===== config.mk =====
export PLATFORM = sky130hd
export DESIGN_NAME = secs_timekeeper
export DESIGN_NICKNAME = d
export VERILOG_FILES = /design/src/rtl/secs_timekeeper.sv
export SDC_FILE = /design/constraint.sdc
export NUM_CORES = 1
export LEC_CHECK = 0
export BUFFER_PORTS_ARGS = -buffer_cell sky130_fd_sc_hd__buf_2
export CORE_AREA = 10 10 87 89
export DETAILED_ROUTE_END_ITERATION = 8
export DIE_AREA = 0 0 97 99
export PLACE_DENSITY = 0.83
export SYNTH_ARGS = -nofsm -noshare
export SYNTH_HDL_FRONTEND = slang
export SYNTH_SLANG_ARGS = --single-unit

===== constraint.sdc =====
create_clock -name clk -period 4.9 [get_ports clk]
set_input_delay 0.245 -clock clk [delete_from_list [all_inputs] [get_ports clk]]
set_output_delay 0.245 -clock clk [all_outputs]
set_load 0.02 [all_outputs]

===== src/rtl/secs_timekeeper.sv =====
module secs_timekeeper #(
  parameter int          PRE_DIV   = 64,
  parameter int          HALF_DIV  = 256,
  parameter logic [31:0] EPOCH_SEC = 32'(64'd86400 * 64'd1461 * 64'd20)
) (
  input  logic       clk,
  input  logic       rst_n,
  input  logic       ref_tick,
  input  logic [1:0] lane_sel,
  input  logic       lane_wr,
  input  logic [7:0] lane_wdata,
  output logic [7:0] lane_rdata
);
  localparam int PW = $clog2(PRE_DIV);
  localparam int HW = $clog2(HALF_DIV);

  logic [PW-1:0] pre_cnt;
  logic [HW-1:0] half_cnt;
  logic          phase;
  logic [31:0]   secs;
  logic [31:0]   merged;

  wire pre_wrap = ref_tick && (pre_cnt == PW'(PRE_DIV - 1));
  wire half_evt = pre_wrap && (half_cnt == HW'(HALF_DIV - 1));
  wire sec_inc  = half_evt && phase;

  always_comb begin
    merged = secs;
    if (lane_wr) merged[{lane_sel, 3'b000} +: 8] = lane_wdata;
  end

  always_ff @(posedge clk) begin
    if (!rst_n) begin
      pre_cnt  <= '0;
      half_cnt <= '0;
      phase    <= 1'b0;
      secs     <= EPOCH_SEC;
    end else begin
      if (ref_tick) pre_cnt <= pre_wrap ? '0 : pre_cnt + 1'b1;
      if (pre_wrap) half_cnt <= half_evt ? '0 : half_cnt + 1'b1;
      if (half_evt) phase <= ~phase;
      secs <= merged + {31'd0, sec_inc};
    end
  end

  assign lane_rdata = secs[{lane_sel, 3'b000} +: 8];
endmodule


Yosys cells after proc, flatten, opt, wreduce, memory -nomap -nowiden
Cells that the tools add are included.

Equality and inequality tests: 2. Shift-type cells: 3. Reduce and logical (&&, ||, !) cells: 3. Add/sub/neg operators: 4. Bitwise operators: 1. Mux-type cells: 4.

Operators by type and width (count): $add A32 B1 Y32 (1); $bwmux W32 (1); $mux W32 (1); $shift A8 B7 Y32 const A (1); $shiftx A32 B6 Y8 (1); $shiftx A8 B7 Y32 (1); $add A8 B1 Y8 const B (1); $eq A8 B8 Y1 const B (1); $mux W8 (1); $neg A5 Y7 (1); $add A6 B1 Y6 const B (1); $eq A6 B6 Y1 const B (1); $mux W6 (1); $logic_and A1 B1 Y1 (3); $not A1 Y1 (1).

Output and inout port bits: 8. Logic and storage cells: 21. Register bits: 47. Input bits: 14.

Depth between registers and ports, before layout
Gate-level depths: netlist of the first run.

Depth after elaboration: 5. Mapped depth: 14. Depth with buffers taken out: 13.

Worst setup path before layout of the first run
Ideal clock, no wire load.

Path type: in2reg. Start point: input port lane_sel[1]. End point: register secs[21]. Stages: 14. Library setup time: 0.072 ns. Slack: 1.643 ns. Required time: 4.828 ns. Buffers on the path: 3. Data arrival time: 3.185 ns. Path through: clkbuf_1 > inv_1 > ha_1 > and4bb_4 > clkbuf_1 > a22o_1 > ha_1 > and2_1 > nand4_1 > a22oi_1 > nand3_1 > buf_2 > nor4_2 > mux2i_1.

Word-level cells in the longest chain between the ends: 5. Elaborated cells between the ends (all ways): 6. Classes of those cells: 2 x add/sub; 2 x shift; 2 x mux.

RTL lines: start, declared (line 9) `input logic [1:0] lane_sel,`; $neg A5 Y7 (*) (line 29) `if (lane_wr) merged[{lane_sel, 3'b000} +: 8] = lane_wdata;`; $shiftx A8 B7 Y32 / $shift A8 B7 Y32 (equally long branches) (line 29); $bwmux W32 (*) (line 29); $mux W32 (*) (line 29); $add A32 B1 Y32 (*) (line 42) `secs <= merged + {31'd0, sec_inc};`; end signal, assigned (line 42); end, declared (line 20) `logic [31:0] secs;`.

Every way passes the cells marked *; elsewhere a longest branch is shown, timed or not. A chain may end at the register's enable or synchronous reset.

Worst setup path in the final report of the first run
Start point: register pre_cnt[0]. End point: register secs[21].

Word-level cells in the longest chain between the ends: 5.

RTL lines: start, declared (line 17) `logic [PW-1:0] pre_cnt;`; start signal, assigned (line 39) `if (ref_tick) pre_cnt <= pre_wrap ? '0 : pre_cnt + 1'b1;`; $eq A6 B6 Y1 (line 23) `wire pre_wrap = ref_tick && (pre_cnt == PW'(PRE_DIV - 1));`; $logic_and A1 B1 Y1 (line 23); $logic_and A1 B1 Y1 (line 24) `wire half_evt = pre_wrap && (half_cnt == HW'(HALF_DIV - 1));`; $logic_and A1 B1 Y1 (line 25) `wire sec_inc = half_evt && phase;`; $add A32 B1 Y32 (line 42).

Every way passes these cells.

==> impl_summary.log, run 1 <==
INFO  metric drcViolationCount = 0
INFO  metric clock_tree_from_tritoncts = built
INFO  metric cp_data_required_time = 5.14 ns
INFO  metric fmaxAchievable = 266 MHz
INFO  metric drt-wirelength-per-cell = 19.1 microns
INFO  metric place_area = 3230 sq um
INFO  metric irDropWorstVdd = 0.000126 V
INFO  metric routed_wirelength = 8.48 mm
INFO  metric power.switching = 220 uW
INFO  metric grtUsageTotal = 0.168
INFO  metric finalHoldViolCount = 0
INFO  metric detailroute.via_count = 3013
INFO  metric number_of_drc_markers_in_iteration_0 = 359
INFO  metric globalRouteMet3Util = 0.0272
INFO  metric timing.clock.skew = 0.00512 ns
INFO  metric synthesized_netlist_net_count = 383
INFO  metric synth_enable_flop_cells = 0
INFO  metric worst_ep_arrival_time = 4.00 ns
INFO  metric grt.overflow.total = 0
INFO  metric number_of_inserted_diodes = 0
INFO  metric floorplan.io_pins = 22
INFO  metric rows = 28
INFO  metric worst_hold_class = in2reg
INFO  metric path_class = reg2reg
INFO  metric async_flop_share = 0
INFO  metric tritoncts_buffers = 5
INFO  metric timing.setup.tns = 0 ns
INFO  metric slew_violations = 0
INFO  metric critPathMaxFanout = 11
INFO  metric initial_core_util = 0.536
INFO  metric antenna_found_initial = 0
INFO  metric globalplace.congestion = 0.916
INFO  metric clock_sinks = 47
INFO  metric path_clk_slew = 0.09 ns
INFO  metric core_region_area = 5850 sq um
INFO  metric dp_slack = 1.21 ns
INFO  metric switching_share = 0.268
INFO  metric max_slew_headroom = 0.433
INFO  metric grt_use_met2 = 0.267
INFO  metric report.power.total = 819 uW
INFO  metric final.min_clock_period = 3.76 ns
INFO  metric prevailing_post_synth_register_cell = sky130_fd_sc_hd__dfxtp_1
INFO  metric post-cts-setup-buffer-count = 0
INFO  metric power.static_leakage = 1.19 nW
INFO  metric latest_clock_arrival_within_the_worst_skew_pair = 0.31 ns
INFO  metric fin_ws = 1.14 ns
INFO  metric critical_path.startpoint_type = flip-flop
INFO  metric cellInternalPower = 599 uW
INFO  metric seq_power_share = 0.490
INFO  metric power-per-cell-area = 244 nW/um^2
INFO  metric ant_nets = 0
INFO  metric grt.busiest_layer = met2
INFO  metric chipWidth = 97 microns
INFO  metric largest_net_degree_at_the_start_of_global_routing = 28
INFO  metric cts.hold.buffers_added = 0
INFO  metric timing.final.crit_share = 0.768
INFO  metric grt_pass1_vias = 2794
INFO  metric synth_cells = 360
INFO  metric tightest_slew = 0.846 ns
INFO  metric detailedRoute.firstPassIterationCount = 5
INFO  metric clockRootBuffer = sky130_fd_sc_hd__clkbuf_8
INFO  metric avgSynthCellArea = 8.71 sq um
INFO  metric p_clk_frac = 0.368
INFO  metric die_h = 99 microns
INFO  metric number_of_cells_upsized_or_downsized_after_cts = 0
INFO  metric number_of_buffer_cells_added_on_primary_ports = 21
INFO  metric final_area = 3350 sq um
INFO  metric post_synth_num_cell_types = 70
INFO  metric layout.nets = 391
INFO  metric global_route.usage.met1 = 0.209
INFO  metric power.combinational.fraction = 0.142
INFO  metric synth_seq_cells = 47
INFO  metric max-cap-violations = 0
INFO  metric viasPerCell = 6.79
INFO  metric outcome = complete, no violations
INFO  metric worst_setup_path_end_kind = flip-flop
INFO  metric maximum_level_of_the_cts_h_tree = 2
INFO  metric final_core_utilization = 0.573
INFO  metric rsz0062_at_grt = no
INFO  metric dp_hpwl = 6.04 mm
INFO  metric post_route_cells_drive_above_1_share = 0.141
INFO  metric yosysWarningCount = 0
INFO  metric grt_first_pass_wirelength = 13.7 mm
INFO  metric synth.cell_area = 3140 sq um
INFO  metric clk_path_buf_depth = 2
INFO  metric finalSetupViolCount = 0
INFO  metric portion_of_the_post_synthesis_area_used_by_sequential_elements = 0.300
INFO  metric dieArea = 9600 sq um
INFO  metric syn2layout_area_growth = 6.82%
==> final cells by class <==
class | instances | area [sq um]
clock buffer | 6 | 82.6
clock inverter | 2 | 35.0
fill | 496 | 2500
inverter | 4 | 15.0
multi-input combinational | 289 | 2080
sequential | 47 | 941
tap | 75 | 93.8
timing repair buffer | 21 | 105
==> stage by stage <==
stage / hold WS, ns / cells
global placement: 0.475 / 436
floorplan: 0.397 / 360
global route: 0.256 / 444
finish: 0.251 / 444
detailed placement: 0.486 / 436
CTS: 0.247 / 444
==> flip-flops by register name, indices dropped and copies added, names as in the netlist <==
signal,flops
half_cnt,8
phase,1
pre_cnt,6
secs,32
==> critical path: stages, from the launching register on <==
cell and delay, ns:
sky130_fd_sc_hd__dfxtp_1 0.38, sky130_fd_sc_hd__ha_1 0.19, sky130_fd_sc_hd__nand4_1 0.18, sky130_fd_sc_hd__nor3_1 0.39
sky130_fd_sc_hd__nand4_1 0.19, sky130_fd_sc_hd__nor2_1 0.21, sky130_fd_sc_hd__and2_1 0.16, sky130_fd_sc_hd__ha_1 0.24
sky130_fd_sc_hd__and2_1 0.17, sky130_fd_sc_hd__nand4_1 0.15, sky130_fd_sc_hd__a22oi_1 0.34, sky130_fd_sc_hd__nand3_1 0.48
sky130_fd_sc_hd__nor4_2 0.41, sky130_fd_sc_hd__mux2i_1 0.23
==> synthesized netlist by cell type, drive strengths merged (3+ instances only) <==
master,number,share of area
nand4,21,0.049
buf,10,0.020
nand2,36,0.045
a32oi,7,0.020
nor4,5,0.012
a22oi,15,0.036
dfxtp,47,0.30
nand2b,3,0.0060
xor2,9,0.025
a21o,3,0.0072
inv,3,0.0036
ha,9,0.036
a21oi,10,0.017
clkbuf,10,0.012
mux4,8,0.057
o31a,4,0.011
nor3,11,0.019
or3,3,0.0060
xnor2,15,0.042
nor2,30,0.036
and2,16,0.032
o21ai,9,0.014
a22o,4,0.011
a21boi,7,0.017
a221oi,4,0.017
nand3,21,0.034
==> cells by family (layout without fill, tap and decap cells) <==
family | after synthesis | in the layout | share of synthesized area
AOI/OAI and AO/OA | 84 | 84 | 0.212
xor gates and xnor gates | 24 | 24 | 0.0670
adders and majority gates | 9 | 9 | 0.0359
buffers and inverters | 24 | 33 | 0.0375
DFF | 47 | 47 | 0.300
muxes | 10 | 10 | 0.0638
and+or+nand+nor | 162 | 162 | 0.284
==> placed cells by master (no fill, tap or decap), types with 3 or more instances in the layout <==
cell type,netlist,routed
sky130_fd_sc_hd__o21ai_0,5,5
sky130_fd_sc_hd__inv_1,3,3
sky130_fd_sc_hd__o21ai_1,4,4
sky130_fd_sc_hd__nand2_1,34,34
sky130_fd_sc_hd__and2_1,14,14
sky130_fd_sc_hd__a21o_1,3,3
sky130_fd_sc_hd__nor3_1,10,10
sky130_fd_sc_hd__clkbuf_8,0,6
sky130_fd_sc_hd__mux4_2,8,8
sky130_fd_sc_hd__nand3_1,21,21
sky130_fd_sc_hd__a32oi_1,7,7
sky130_fd_sc_hd__dfxtp_1,47,47
sky130_fd_sc_hd__a22o_1,4,4
sky130_fd_sc_hd__o31a_1,4,4
sky130_fd_sc_hd__nor2_1,30,30
sky130_fd_sc_hd__nor4_1,4,4
sky130_fd_sc_hd__a22oi_1,15,15
sky130_fd_sc_hd__nand2b_1,3,3
sky130_fd_sc_hd__a221oi_1,3,3
sky130_fd_sc_hd__ha_1,9,9
sky130_fd_sc_hd__or3_1,3,3
sky130_fd_sc_hd__xor2_1,9,9
sky130_fd_sc_hd__xnor2_1,15,15
sky130_fd_sc_hd__a21oi_1,9,9
sky130_fd_sc_hd__nand4_1,19,19
sky130_fd_sc_hd__buf_2,6,21
sky130_fd_sc_hd__a21boi_0,6,6
==> per-layer routing <==
layer | up-vias | share of wire
met4 | 0 | 0.042
met1 | 1396 | 0.42
met5 | - | 0
met2 | 193 | 0.45
li1 | 1381 | -
met3 | 43 | 0.087
==> power groups by stage <==
stage / logic [mW] / registers, mW / clock network, mW
3_3_place_gp: 0.111 / 0.409 / 0
4_1_cts: 0.114 / 0.400 / 0.303
2_1_floorplan: 0.0849 / 0.405 / 0
5_1_grt: 0.126 / 0.402 / 0.318
6_report: 0.116 / 0.401 / 0.301
3_5_place_dp: 0.113 / 0.409 / 0
==> worst paths after layout <==
check                           startpoint         end  slack [ns]  depth (start not counted)
worst max-delay path            pre_cnt[0]    secs[21]        1.14                         13
worst min-delay path              ref_tick  pre_cnt[1]        0.25                          3
worst max register to register  pre_cnt[0]    secs[21]        1.14                         13
worst min register to register  pre_cnt[1]  pre_cnt[1]        0.51                          2
(Power assumes the default switching activity.)
==> inputs of run 2 (changes only) <==
- ABC_AREA: default -> 1
- CORE_AREA: 10 10 87 89 -> 10 10 89 91
- DIE_AREA: 0 0 97 99 -> 0 0 99 101
- PLACE_DENSITY: 0.83 -> 0.82
- clock period: 4.9 -> 3.6 ns (I/O delays scaled with it)
==> impl_summary.log, run 2 <==
INFO  metric finalSetupViolCount = 0 (unchanged)
INFO  metric place_area = 3430 sq um (+6.2%)
INFO  metric latest_clock_arrival_within_the_worst_skew_pair = 0.32 ns (about the same)
INFO  metric number_of_buffer_cells_added_on_primary_ports = 21 (unchanged)
INFO  metric dp_hpwl = 7.26 mm (+20%)
INFO  metric cts.hold.buffers_added = 0 (unchanged)
INFO  metric worstReg2RegStart = pre_cnt[0]
INFO  metric fin_ws = 0.477 ns (-0.658 ns)
INFO  metric most_common_library_cell_in_the_layout_ignoring_fill_and_taps = sky130_fd_sc_hd__nand2_1
INFO  metric timing.setup.tns = 0 ns (unchanged)
INFO  metric number_of_inserted_diodes = 0 (unchanged)
INFO  metric synth-adder-area-share = 0.0344 (-0.00148)
INFO  metric fmaxAchievable = 320 MHz (+21%)
INFO  metric synth_seq_cells = 47 (unchanged)
INFO  metric critPathMostFrequentCell = sky130_fd_sc_hd__nand2_1
INFO  metric viasPerCell = 5.66 (-17%)
INFO  metric detailedRoute.firstPassIterationCount = 6 (+1)
INFO  metric layout.nets = 584 (+49%)
INFO  metric min_from = ref_tick
INFO  metric clock_tree_from_tritoncts = built
INFO  metric worstPathCellList = ha_1, nand3_1, nor2_1, nand2_1, nor3_2, nand4_1, nor4_1, ha_1, ha_1, nand3_2, nor2_2, nand2_1, nor2_2, nand2_1, nand2_1, nand3_1
INFO  metric post_route_cells_drive_above_1_share = 0.133 (-0.00747)
INFO  metric routed_wirelength = 9.45 mm (+11%)
INFO  metric globalplace.congestion = 1.02 (+11%)
INFO  metric drt-wirelength-per-cell = 14.8 microns (-23%)
INFO  metric syn2layout_area_growth = 8.18%
INFO  metric post_synth_num_cell_types = 36 (-49%)
INFO  metric detailroute.via_count = 3615 (+20%)
INFO  metric outcome = complete, no violations
INFO  metric hold-path-cell-count = 3 (unchanged)
INFO  metric synth.area.mux_share = 0 (-0.0638)
INFO  metric final.min_clock_period = 3.12 ns (-0.642 ns)
INFO  metric numPlacedInstances = 631 (+45%)
INFO  metric clk_path_buf_depth = 2 (unchanged)
INFO  metric clockRootBuffer = sky130_fd_sc_hd__clkbuf_8
INFO  metric portion_of_the_post_synthesis_area_used_by_sequential_elements = 0.288 (-0.0124)
INFO  metric dieArea = 10000 sq um (+4.1%)
INFO  metric finalHoldViolCount = 0 (unchanged)
INFO  metric critPathMaxFanout = 8 (-3)
INFO  metric synth_area_leader_cell = sky130_fd_sc_hd__dfxtp_1
INFO  metric synthesized_netlist_net_count = 564 (+47%)
INFO  metric path_clk_slew = 0.10 ns (about the same)
INFO  metric synth-simple-area-share = 0.488 (+0.204)
INFO  metric final_cell_mix = sky130_fd_sc_hd__nand2_1, sky130_fd_sc_hd__nor2_1, sky130_fd_sc_hd__dfxtp_1
INFO  metric post-synth-top-count-cell = sky130_fd_sc_hd__nand2_1
INFO  metric grtUsageTotal = 0.191 (+0.0220)
INFO  metric yosys-top-cells-area = sky130_fd_sc_hd__dfxtp_1, sky130_fd_sc_hd__nand2_1, sky130_fd_sc_hd__nor2_1
INFO  metric reg_area = 941 sq um (unchanged)
INFO  metric final_area = 3540 sq um (+5.6%)
INFO  metric yosysTopAreaCellShare = 0.288 (-0.0124)
INFO  metric core_region_area = 6200 sq um (+6.1%)
INFO  metric largest_net_degree_at_the_start_of_global_routing = 29 (+3.6%)
INFO  metric rows = 29 (+3.6%)
INFO  metric synth_cells = 541 (+50%)
INFO  metric grt_pass1_vias = 3462 (+24%)
INFO  metric rsz0062_at_grt = no
INFO  metric irDropWorstVdd = 0.000195 V (+55%)
INFO  metric report.power.total = 1.09 mW (+33%)
INFO  metric async_flop_share = 0 (unchanged)
INFO  metric max-cap-violations = 0 (unchanged)
INFO  metric critical_path.startpoint_type = flip-flop
INFO  metric post-cts-setup-buffer-count = 0 (unchanged)
INFO  metric grt.overflow.total = 0 (unchanged)
INFO  metric prevailing_post_synth_register_cell = sky130_fd_sc_hd__dfxtp_1
INFO  metric synth_enable_flop_cells = 0 (unchanged)
INFO  metric yosysWarningCount = 0 (unchanged)
INFO  metric timing.clock.skew = 0.00845 ns (+0.00334 ns)
INFO  metric critical_path.top_delay_family = simple AND/OR/NAND/NOR gates
INFO  metric antenna_found_initial = 0 (unchanged)
INFO  metric avgSynthCellArea = 6.05 sq um (-31%)
INFO  metric tightest_slew = 0.682 ns (-0.164 ns)
INFO  metric synth_top_family_by_area = simple AND/OR/NAND/NOR gates
INFO  metric worstSetupPathDepth = 16 (+3)
INFO  metric chipWidth = 99 microns (+2.1%)
INFO  metric power.static_leakage = 1.48 nW (+25%)
INFO  metric timing.final.crit_share = 0.867 (+0.0992)
INFO  metric critical-path-slowest-cell = sky130_fd_sc_hd__dfxtp_1
INFO  metric maximum_level_of_the_cts_h_tree = 2 (unchanged)
INFO  metric largest_registers_in_the_final_layout = secs (32), half_cnt (8), pre_cnt (6)
INFO  metric synth_commonest_cells = sky130_fd_sc_hd__nand2_1, sky130_fd_sc_hd__nor2_1, sky130_fd_sc_hd__dfxtp_1
INFO  metric cp_num_buf_inv = 0 (unchanged)
INFO  metric worst_hold_class = in2reg
INFO  metric worst_setup_path_end_kind = flip-flop
INFO  metric multiInputGateArea = 2120 sq um (+2.0%)
INFO  metric cp_data_required_time = 3.78 ns (-1.36 ns)
INFO  metric share_of_the_synthesized_area_in_compound_gates_ao_oa_aoi_oai = 0.105 (-0.107)
INFO  metric final.fill_count = 596 (+20%)
INFO  metric synth.cell_area = 3270 sq um (+4.3%)
INFO  metric dp_slack = 0.465 ns (-0.746 ns)
INFO  metric worst_ep_arrival_time = 3.30 ns (-0.70 ns)
INFO  metric number_of_drc_markers_in_iteration_0 = 369 (+2.8%)
INFO  metric slew_violations = 0 (unchanged)
INFO  metric timing.critical_path.slowest_cell_delay = 0.40 ns (-0.08 ns)
INFO  metric synth_xor_xnor_area_share = 0.0187 (-0.0483)
INFO  metric floorplan.io_pins = 22 (unchanged)
INFO  metric number_of_cells_upsized_or_downsized_after_cts = 0 (unchanged)
INFO  metric largest_register = secs
INFO  metric path_class = reg2reg
INFO  metric ant_nets = 0 (unchanged)
INFO  metric post_layout_instance_count_excluding_filler_cells = 639 (+44%)
INFO  metric die_h = 101 microns (+2.0%)
INFO  metric initial_core_util = 0.527 (-0.00882)
INFO  metric power-per-cell-area = 308 nW/um^2 (+26%)
INFO  metric rr_worst_depth = 16 (+3)
INFO  metric tritoncts_buffers = 5 (unchanged)
INFO  metric largest_register_ffs = 32 (unchanged)
INFO  metric clock_sinks = 47 (unchanged)
INFO  metric grt_first_pass_wirelength = 15.9 mm (+16%)
INFO  metric max_slew_headroom = 0.545 (+0.112)
INFO  metric crit_path_start = pre_cnt[0]
INFO  metric drcViolationCount = 0 (unchanged)
[run 2: cell types whose count changed after synthesis, moves of 14 or more]
cell / change
sky130_fd_sc_hd__nand2_1: +145
sky130_fd_sc_hd__nor2_1: +64
sky130_fd_sc_hd__inv_1: +38
sky130_fd_sc_hd__o21ai_0: +23
sky130_fd_sc_hd__nand3_1: +15
sky130_fd_sc_hd__a22oi_1: -14
sky130_fd_sc_hd__and2_1: -14
[run 2: cells by family (layout without fill, tap and decap cells)]
logic type	count (synthesis)	in the layout
XOR/XNOR	7	7
flip-flops	47	47
adder cells (fa/ha/maj)	9	9
AND/OR/NAND/NOR	363	363
buffers and inverters	53	74
AO/OA/AOI/OAI	62	62
[run 2: final timing paths]
| path | to | slack, ns |
|---|---|---|
| worst max-delay path | secs[20] | 0.48 |
| worst min-delay path | pre_cnt[1] | 0.16 |
| worst max register to register | secs[20] | 0.48 |
| worst min register to register | half_cnt[7] | 0.50 |
[run 2: worst min-delay path: cells and delay by family]
kind                   cells  cell delay (ns)
buffers and inverters      1             0.13
AO/OA/AOI/OAI              1             0.07
AND/OR/NAND/NOR            1             0.05
[run 2: metal layers]
metal,track usage,share of wire,up-vias
li1,-,-,1778
met4,0.0992,0.042,0
met5,0,0,-
met2,0.329,0.47,168
met3,0.0357,0.093,39
met1,0.218,0.39,1630
[run 2: area by class of cell]
cell class,count,share of cell area
clock buffers,5,0.0194
clock inverters,3,0.00884
inverters,44,0.0481
multi-input cells,441,0.599
flip-flops and latches,47,0.266
well taps,77,0.0272
repair buffers,22,0.0318
[run 2: where the power goes]
group | internal, mW | leakage, nW | switching, mW | total, mW
logic | 0.0508 | 1.05 | 0.130 | 0.181
clock network | 0.149 | 0.0526 | 0.219 | 0.368
registers | 0.532 | 0.382 | 0.00757 | 0.540
total | 0.733 | 1.48 | 0.356 | 1.09
[run 2: per-stage QoR]
stage                      util  hold slack (ns)
after detailed placement  0.554            0.473
after CTS                 0.570            0.166
after floorplan               -            0.333
after global routing      0.570            0.177
after global placement    0.554            0.467
final                     0.570            0.160
==> inputs of run 3 (changes only) <==
- ABC_AREA: 1 -> default
- CORE_AREA: 10 10 89 91 -> 10 10 87 89
- DIE_AREA: 0 0 99 101 -> 0 0 97 99
- MAX_ROUTING_LAYER: default -> met4
- PLACE_DENSITY: 0.82 -> 0.83
- clock period: 3.6 -> 4 ns (I/O delays scaled with it)
==> impl_summary.log, run 3 (synthesis results as in run 1) <==
INFO  metric drcViolationCount = 0 (unchanged)
INFO  metric number_of_buffer_cells_added_on_primary_ports = 21 (unchanged)
INFO  metric path_class = reg2reg
INFO  metric tritoncts_buffers = 5 (unchanged)
INFO  metric clock_sinks = 47 (unchanged)
INFO  metric fin_ws = 0.414 ns (-0.0634 ns)
INFO  metric tightest_slew = 0.889 ns (+0.207 ns)
INFO  metric clk_path_buf_depth = 2 (unchanged)
INFO  metric worst_ep_arrival_time = 3.82 ns (+0.52 ns)
INFO  metric maximum_level_of_the_cts_h_tree = 2 (unchanged)
INFO  metric detailroute.via_count = 3012 (-17%)
INFO  metric max-cap-violations = 0 (unchanged)
INFO  metric detailedRoute.firstPassIterationCount = 5 (-1)
INFO  metric rrSetupSlack = 0.41 ns (-0.06 ns)
INFO  metric irDropWorstVdd = 0.000144 V (-26%)
INFO  metric largest_register_ffs = 32 (unchanged)
INFO  metric grt.overflow.total = 0 (unchanged)
INFO  metric power.combinational.fraction = 0.150 (-0.016)
INFO  metric finalSetupViolCount = 0 (unchanged)
INFO  metric rows = 28 (-3.4%)
INFO  metric largest_net_degree_at_the_start_of_global_routing = 28 (-3.4%)
INFO  metric initial_core_util = 0.536 (+0.00882)
INFO  metric floorplan.io_pins = 22 (unchanged)
INFO  metric seq_power_share = 0.513 (+0.017)
INFO  metric core_region_area = 5850 sq um (-5.7%)
INFO  metric post_route_cells_drive_above_1_share = 0.146 (+0.0125)
INFO  metric finalHoldViolCount = 0 (unchanged)
INFO  metric fmaxAchievable = 279 MHz (-13%)
INFO  metric latest_clock_arrival_within_the_worst_skew_pair = 0.30 ns (-0.02 ns)
INFO  metric grtUsageTotal = 0.174 (-0.0163)
INFO  metric final.fill_count = 498 (-16%)
INFO  metric timing.clock.skew = 0.0123 ns (+0.00387 ns)
INFO  metric routed_wirelength = 8.65 mm (-8.5%)
INFO  metric cellInternalPower = 690 uW (-5.8%)
INFO  metric numPlacedInstances = 437 (-31%)
INFO  metric dp_hpwl = 6.15 mm (-15%)
INFO  metric max_slew_headroom = 0.404 (-0.141)
INFO  metric timing.setup.tns = 0 ns (unchanged)
INFO  metric worst_hold_class = in2reg
INFO  metric post_layout_instance_count_excluding_filler_cells = 445 (-30%)
INFO  metric globalplace.congestion = 0.983 (-3.5%)
INFO  metric final_cell_mix = sky130_fd_sc_hd__dfxtp_1, sky130_fd_sc_hd__nand2_1, sky130_fd_sc_hd__nor2_1
INFO  metric power-per-cell-area = 286 nW/um^2 (-7.0%)
INFO  metric clockRootBuffer = sky130_fd_sc_hd__clkbuf_8
INFO  metric largest_registers_in_the_final_layout = secs (32), half_cnt (8), pre_cnt (6)
INFO  metric drt-wirelength-per-cell = 19.4 microns (+31%)
INFO  metric p_clk_frac = 0.338 (about the same)
INFO  metric slew_violations = 0 (unchanged)
INFO  metric antenna_found_initial = 0 (unchanged)
INFO  metric critical_path.startpoint_type = flip-flop
INFO  metric number_of_inserted_diodes = 0 (unchanged)
INFO  metric syn2layout_area_growth = 6.82%
INFO  metric clock_tree_from_tritoncts = built
INFO  metric power.switching = 268 uW (-25%)
INFO  metric layout.nets = 392 (-33%)
INFO  metric worst_setup_path_end_kind = flip-flop
INFO  metric switching_share = 0.280 (-0.0470)
INFO  metric dp_slack = 0.269 ns (-0.195 ns)
INFO  metric ant_nets = 0 (unchanged)
INFO  metric timing.final.crit_share = 0.897 (+0.0291)
INFO  metric rsz0062_at_grt = no
INFO  metric critPathMaxFanout = 11 (+3)
INFO  metric path_clk_slew = 0.09 ns (about the same)
INFO  metric power.static_leakage = 1.18 nW (-20%)
INFO  metric die_h = 99 microns (-2.0%)
INFO  metric outcome = complete, no violations
INFO  metric final.min_clock_period = 3.59 ns (+0.463 ns)
INFO  metric dieArea = 9600 sq um (-4.0%)
INFO  metric grt_pass1_vias = 2730 (-21%)
INFO  metric largest_register = secs
INFO  metric viasPerCell = 6.77 (+20%)
INFO  metric number_of_drc_markers_in_iteration_0 = 301 (-18%)
INFO  metric chipWidth = 97 microns (-2.0%)
INFO  metric cp_data_required_time = 4.23 ns (+0.45 ns)
INFO  metric most_common_library_cell_in_the_layout_ignoring_fill_and_taps = sky130_fd_sc_hd__dfxtp_1
INFO  metric grt_first_pass_wirelength = 13.8 mm (-13%)
-- run 3: through the flow --
stage	total power [mW]	hold slack [ns]	util	cell area, sq um
after floorplan	0.600	0.352	-	3140
after CTS	0.952	0.196	0.571	3340
after detailed placement	0.640	0.483	0.554	3240
after global routing	0.982	0.206	0.573	3350
after global placement	0.636	0.474	0.554	3240
final	0.959	0.197	0.573	3350
-- run 3: area by class of cell --
type,instances,area [sq um],share of cell area
clock buffer,8,100,0.0299
inverter,4,15.0,0.00448
multi-input combinational,289,2090,0.623
sequential,47,941,0.281
tap,75,93.8,0.0280
timing repair buffer,22,113,0.0336
-- run 3: final timing paths --
path,startpoint,to,cells after the start
worst min-delay path,ref_tick,pre_cnt[1],3
worst max-delay path,pre_cnt[0],secs[25],13
worst max register to register,pre_cnt[0],secs[25],13
worst min register to register,pre_cnt[1],pre_cnt[1],2
-- run 3: repair_timing --
action / CTS / global route
hold buffers: 0 / 0
setup buffers: 0 / 0
resized for setup: 0 / 2
endpoints found under the setup margin: 0 / 8
-- run 3: power groups by stage --
stage | registers (mW) | logic (mW) | clock network, mW
6_report | 0.491 | 0.143 | 0.324
5_1_grt | 0.492 | 0.154 | 0.336
4_1_cts | 0.490 | 0.140 | 0.322
3_5_place_dp | 0.501 | 0.139 | 0
3_3_place_gp | 0.501 | 0.136 | 0
2_1_floorplan | 0.496 | 0.104 | 0
-- run 3: worst max-delay path, stage by stage (launching register included) --
cell and delay, ns:
sky130_fd_sc_hd__dfxtp_1 0.38, sky130_fd_sc_hd__ha_1 0.19, sky130_fd_sc_hd__nand4_1 0.22, sky130_fd_sc_hd__nor3_2 0.34
sky130_fd_sc_hd__nand4_1 0.17, sky130_fd_sc_hd__nor2_1 0.24, sky130_fd_sc_hd__and2_1 0.17, sky130_fd_sc_hd__ha_1 0.22
sky130_fd_sc_hd__and2_1 0.16, sky130_fd_sc_hd__nand4_1 0.15, sky130_fd_sc_hd__a22oi_1 0.37, sky130_fd_sc_hd__nand3_2 0.35
sky130_fd_sc_hd__o311a_1 0.43, sky130_fd_sc_hd__a21oi_1 0.13
-- run 3: per-layer routing --
metal	GRT usage	vias to the layer above	wire [microns]
met5	-	-	0
met1	0.213	1416	3560
met4	0.0760	0	260
met2	0.273	190	4000
met3	0.0335	28	829
li1	-	1378	-
